### src/rtl/rotary_arb_pkg.sv
package rotary_arb_pkg;
  localparam int unsigned DEF_UNITS       = 4;
  localparam int unsigned DEF_SYNC_STAGES = 2;

  typedef enum logic [0:0] {
    BUS_IDLE  = 1'b0,
    BUS_OWNED = 1'b1
  } bus_phase_e;
endpackage

### src/rtl/arb_req_sync.sv
module arb_req_sync #(
  parameter int unsigned WIDTH  = 4,
  parameter int unsigned STAGES = 2
) (
  input  logic             clk,
  input  logic             rst_n,
  input  logic [WIDTH-1:0] async_i,
  output logic [WIDTH-1:0] sync_o
);
  logic [WIDTH-1:0] stage_q [STAGES];

  for (genvar s = 0; s < STAGES; s++) begin : g_stage
    always_ff @(posedge clk) begin
      if (!rst_n) stage_q[s] <= '0;
      else if (s == 0) stage_q[s] <= async_i;
      else stage_q[s] <= stage_q[(s == 0) ? 0 : s-1];
    end
  end

  assign sync_o = stage_q[STAGES-1];
endmodule

### src/rtl/arb_ring_pointer.sv
module arb_ring_pointer #(
  parameter int unsigned WIDTH = 4
) (
  input  logic             clk,
  input  logic             rst_n,
  input  logic             advance_i,
  input  logic [WIDTH-1:0] owner_i,
  output logic [WIDTH-1:0] top_o
);
  function automatic logic [WIDTH-1:0] rotate_up(input logic [WIDTH-1:0] v);
    return {v[WIDTH-2:0], v[WIDTH-1]};
  endfunction

  logic [WIDTH-1:0] top_q;

  always_ff @(posedge clk) begin
    if (!rst_n) top_q <= {{(WIDTH-1){1'b0}}, 1'b1};
    else if (advance_i) top_q <= rotate_up(owner_i);
  end

  assign top_o = top_q;
endmodule

### src/rtl/arb_priority_pick.sv
module arb_priority_pick #(
  parameter int unsigned WIDTH = 4
) (
  input  logic [WIDTH-1:0] req_i,
  input  logic [WIDTH-1:0] top_i,
  output logic [WIDTH-1:0] pick_o
);
  localparam int unsigned DW = 2 * WIDTH;

  function automatic logic [DW-1:0] lowest_set(input logic [DW-1:0] v);
    return v & (~v + {{(DW-1){1'b0}}, 1'b1});
  endfunction

  logic [WIDTH-1:0] at_or_above;
  logic [DW-1:0]    doubled;
  logic [DW-1:0]    first_hit;

  assign at_or_above = ~(top_i - {{(WIDTH-1){1'b0}}, 1'b1});
  assign doubled     = {req_i, req_i & at_or_above};
  assign first_hit   = lowest_set(doubled);
  assign pick_o      = first_hit[WIDTH-1:0] | first_hit[DW-1:WIDTH];
endmodule

### src/rtl/rotary_bus_arbiter.sv
module rotary_bus_arbiter
  import rotary_arb_pkg::*;
#(
  parameter int unsigned N_UNITS     = DEF_UNITS,
  parameter int unsigned SYNC_STAGES = DEF_SYNC_STAGES
) (
  input  logic               clk,
  input  logic               rst_n,
  input  logic [N_UNITS-1:0] req_i,
  input  logic               release_i,
  output logic [N_UNITS-1:0] grant_o
);
  logic [N_UNITS-1:0] sreq;
  logic [N_UNITS-1:0] top_ptr;
  logic [N_UNITS-1:0] winner;
  logic [N_UNITS-1:0] grant_q;
  bus_phase_e         phase;
  logic               busy;
  logic               rel_evt;
  logic               issue_evt;

  arb_req_sync #(.WIDTH(N_UNITS), .STAGES(SYNC_STAGES)) u_sync (
    .clk(clk), .rst_n(rst_n), .async_i(req_i), .sync_o(sreq)
  );

  arb_ring_pointer #(.WIDTH(N_UNITS)) u_ring (
    .clk(clk), .rst_n(rst_n), .advance_i(rel_evt),
    .owner_i(grant_q), .top_o(top_ptr)
  );

  arb_priority_pick #(.WIDTH(N_UNITS)) u_pick (
    .req_i(sreq), .top_i(top_ptr), .pick_o(winner)
  );

  assign busy      = |grant_q;
  assign phase     = busy ? BUS_OWNED : BUS_IDLE;
  assign rel_evt   = (phase == BUS_OWNED) && release_i;
  assign issue_evt = (phase == BUS_IDLE) && (|sreq);

  always_ff @(posedge clk) begin
    if (!rst_n) grant_q <= '0;
    else if (rel_evt) grant_q <= '0;
    else if (issue_evt) grant_q <= winner;
  end

  assign grant_o = grant_q;
endmodule

### config.mk
export PLATFORM = sky130hd
export DESIGN_NAME = rotary_bus_arbiter
export DESIGN_NICKNAME = d
export VERILOG_FILES = /design/src/rtl/rotary_arb_pkg.sv /design/src/rtl/arb_req_sync.sv /design/src/rtl/arb_ring_pointer.sv /design/src/rtl/arb_priority_pick.sv /design/src/rtl/rotary_bus_arbiter.sv
export SDC_FILE = /design/constraint.sdc
export NUM_CORES = 1
export LEC_CHECK = 0
export ABC_AREA = 1
export BUFFER_PORTS_ARGS = -buffer_cell sky130_fd_sc_hd__buf_2
export CAP_MARGIN = 20
export CORE_MARGIN = 3
export CORE_UTILIZATION = 50
export CTS_CLUSTER_SIZE = 8
export DETAILED_ROUTE_END_ITERATION = 8
export HOLD_SLACK_MARGIN = 0.05
export PLACE_DENSITY_LB_ADDON = 0.08
export SLEW_MARGIN = 20
export SYNTH_ARGS = -nofsm -noshare
export SYNTH_HDL_FRONTEND = slang
export SYNTH_SLANG_ARGS = --single-unit
### constraint.sdc
create_clock -name clk -period 3.75 [get_ports clk]
set_input_delay 0.5625 -clock clk [delete_from_list [all_inputs] [get_ports clk]]
set_output_delay 0.5625 -clock clk [all_outputs]
set_load 0.01 [all_outputs]
==> results_dict.tcl <==
set metrics [dict create \
    crit_path_end_kind "register" \
    regArea_sq_um 320.3 \
    n_antenna_cell 0 \
    crit_fanout 4 \
    async_flop_share_pct 0 \
    post-dp-hpwl_microns 1019 \
    synth_most_common_cell "nand2_1" \
    fmax_mhz 703.9 \
    setup_viol 0 \
    power.density_nw_per_um2 419.9 \
    synth_area_leaders "dfxtp_1, nand2_1, inv_1" \
    place_ws_ns 2.351 \
    die_height_microns 42.86 \
    wl_per_cell_microns 10.72 \
    numCtsBuffers 3 \
    synth_top_area_cell "dfxtp_1" \
    cp.required_ns 3.97 \
    insertion_delay_ns 0.28 \
    fill_cells 112 \
    ant_nets 0 \
    ir_worst_vdd_v 0.0003404 \
    multi_input_area_sq_um 272.8 \
    drc_errors 0 \
    worstHoldStart "u_sync.stage_q[0][0]" \
    rsz0062_at_grt "no" \
    min_to "u_sync.stage_q[1][0]" \
    synthTopCellsByCount "nand2_1, inv_1, dfxtp_1" \
    dieArea_sq_um 1837 \
    clkSinkCount 16 \
    status "completed" \
    r2r_end "grant_o[0]" \
    cp_num_buf_inv 3 \
    antenna_found_initial 0 \
    holdBufCountCts 0 \
    clockBufferDepth 2 \
    grt_pass1_vias 545 \
    path_cells "inv_2, ha_1, nand2_1, nand2_1, inv_1, nand2_1, inv_1, nand2_1, nand2_1, nand2_1, a21oi_1" \
    hold_depth 2 \
    synth_top_flop_cell "dfxtp_1" \
    avgSynthCellArea_sq_um 7.077 \
    reg2reg_slack_ns 2.33 \
    num_vias 604 \
    slew_viol_final 0 \
    crit_slowest_cell "dfxtp_1" \
    critPathArrivalTime_ns 1.64 \
    synth_edf_count 0 \
    postCtsResizedCells 0 \
    cts_tree "yes" \
    finClkSkew_ns 0.004082 \
    syn_inst 96 \
    core_sq_um 1186 \
    slowest_delay_ns 0.37 \
    tns_ns 0 \
    worstSetupPathType "register to register" \
    finalCritPeriodShare_pct 37.88 \
    r2r_start "u_ring.top_o[0]" \
    crit_path_start_kind "register" \
    cts-root-buf "clkbuf_4" \
    maxCapViolCount 0 \
    tightest_slew_ns 0.2158 \
    gp_congestion 0.8685 \
    min_path_type "register to register" \
    ys_ff_latch 16 \
    post_cts_buffers 0 \
    netlist.area_leader.share_pct 47.15 \
    drt_iter0_drc 17 \
    htreeDepth 1 \
    grt_pass1_wl_microns 2228 \
    syn_area_sq_um 679.4 \
    layout_min_cycle_time_ns 1.421 \
    nets 118 \
    critical_path.most_common_cell "nand2_1" \
    wirelength_microns 1308 \
    ios 11 \
    slew_headroom_pct 85.61 \
    yosysSeqAreaShare_pct 47.15 \
    r2r.worst_path.cells 11 \
    hold_viol_final 0 \
    viasPerCell 4.951 \
    syn-num-nets 104 \
    placementRows 12 \
    p_leak_nw 0.4088 \
    path_delay_family "flip-flops" \
    portBuffers 10 \
    grt_max_degree 13 \
    grt_usage_pct 15.73 \
    synth.distinct_cells 19 \
    clk_pin_slew_ns 0.09 \
    drive_gt1_share_pct 18.52 \
    ys_warn_count 0 \
    firstDrtPassIters 5 \
    die_w_microns 42.86 \
    overflow 0 \
    initial_core_util_pct 57.28 \
    syn_to_final_growth_pct 12.71 \
    final.setup.worst_slack_ns 2.329 \
]
==> cell type report <==
type                    count  area share [%]
repair buffers             10           6.536
well taps                  14           2.288
flip-flops and latches     16           41.83
multi-input cells          57           35.62
clock buffers               3           2.941
inverters                  22           10.78
==> per-stage QoR <==
stage	instance area, sq um	utilization (%)	hold slack [ns]	std cells	power, mW
after detailed placement	743.2	62.66	0.3997	119	0.2372
after global placement	743.2	62.66	0.3944	119	0.2364
final	765.7	64.56	0.4178	122	0.3215
after global routing	765.7	64.56	0.4432	122	0.3372
after floorplan	679.4	-	0.3905	96	0.2234
after CTS	765.7	64.56	0.4202	122	0.3203
==> sequential cells by signal, summed over array words and instances (netlist names) <==
signal,flops
u_ring.top_o,4
u_sync.stage_q,8
grant_o,4
==> routing by layer <==
layer	part of all wire [%]	routed length, microns	GRT usage, %
met5	0	0	0
met4	1.9	25	3.727
met3	5.4	71	3.814
met2	42	543	23.65
met1	51	668	22.31
==> cell families (layout without fill, tap and decap cells) <==
family	Yosys count	after routing	share of synthesized area [%]
AOI/OAI and AO/OA	10	10	8.655
adders and majority gates	1	1	1.841
buffers and inverters	23	35	12.71
DFF	16	16	47.15
and+or+nand+nor	46	46	29.65
==> worst min-delay path, stage by stage (launching register included) <==
cell and delay, ns:
dfxtp_1 0.31, nand2_1 0.05, inv_1 0.04
==> power by group <==
group	internal, mW	leakage [nW]	total [mW]	switching (mW)
clock	0.0373	0.0138	0.0876	0.0504
combinational	0.0184	0.264	0.0494	0.0310
sequential	0.179	0.131	0.184	0.00571
==> layout by cell type, fill, tap and decap left out, drive strengths merged <==
cell type and count:
o22ai 2, o21ai 1, inv 21, o211ai 1, a21oi 6, nand4 2, clkinv 1, nor3b 1
nand3 6, ha 1, dfxtp 16, clkbuf 3, buf 10, nand2 32, nor2 5
==> worst max-delay path by stage <==
stage | endpoint | slack (ns) | start | cells after the start
finish | grant_o[0] | 2.33 | u_ring.top_o[0] | 11
global placement | grant_o[0] | 2.39 | u_ring.top_o[1] | 11
floorplan | grant_o[3] | 2.48 | u_ring.top_o[0] | 11
global route | grant_o[0] | 2.18 | u_ring.top_o[0] | 11
detailed placement | grant_o[0] | 2.35 | u_ring.top_o[0] | 11
CTS | grant_o[0] | 2.32 | u_ring.top_o[0] | 11
Power figures use the tool's default switching activity.
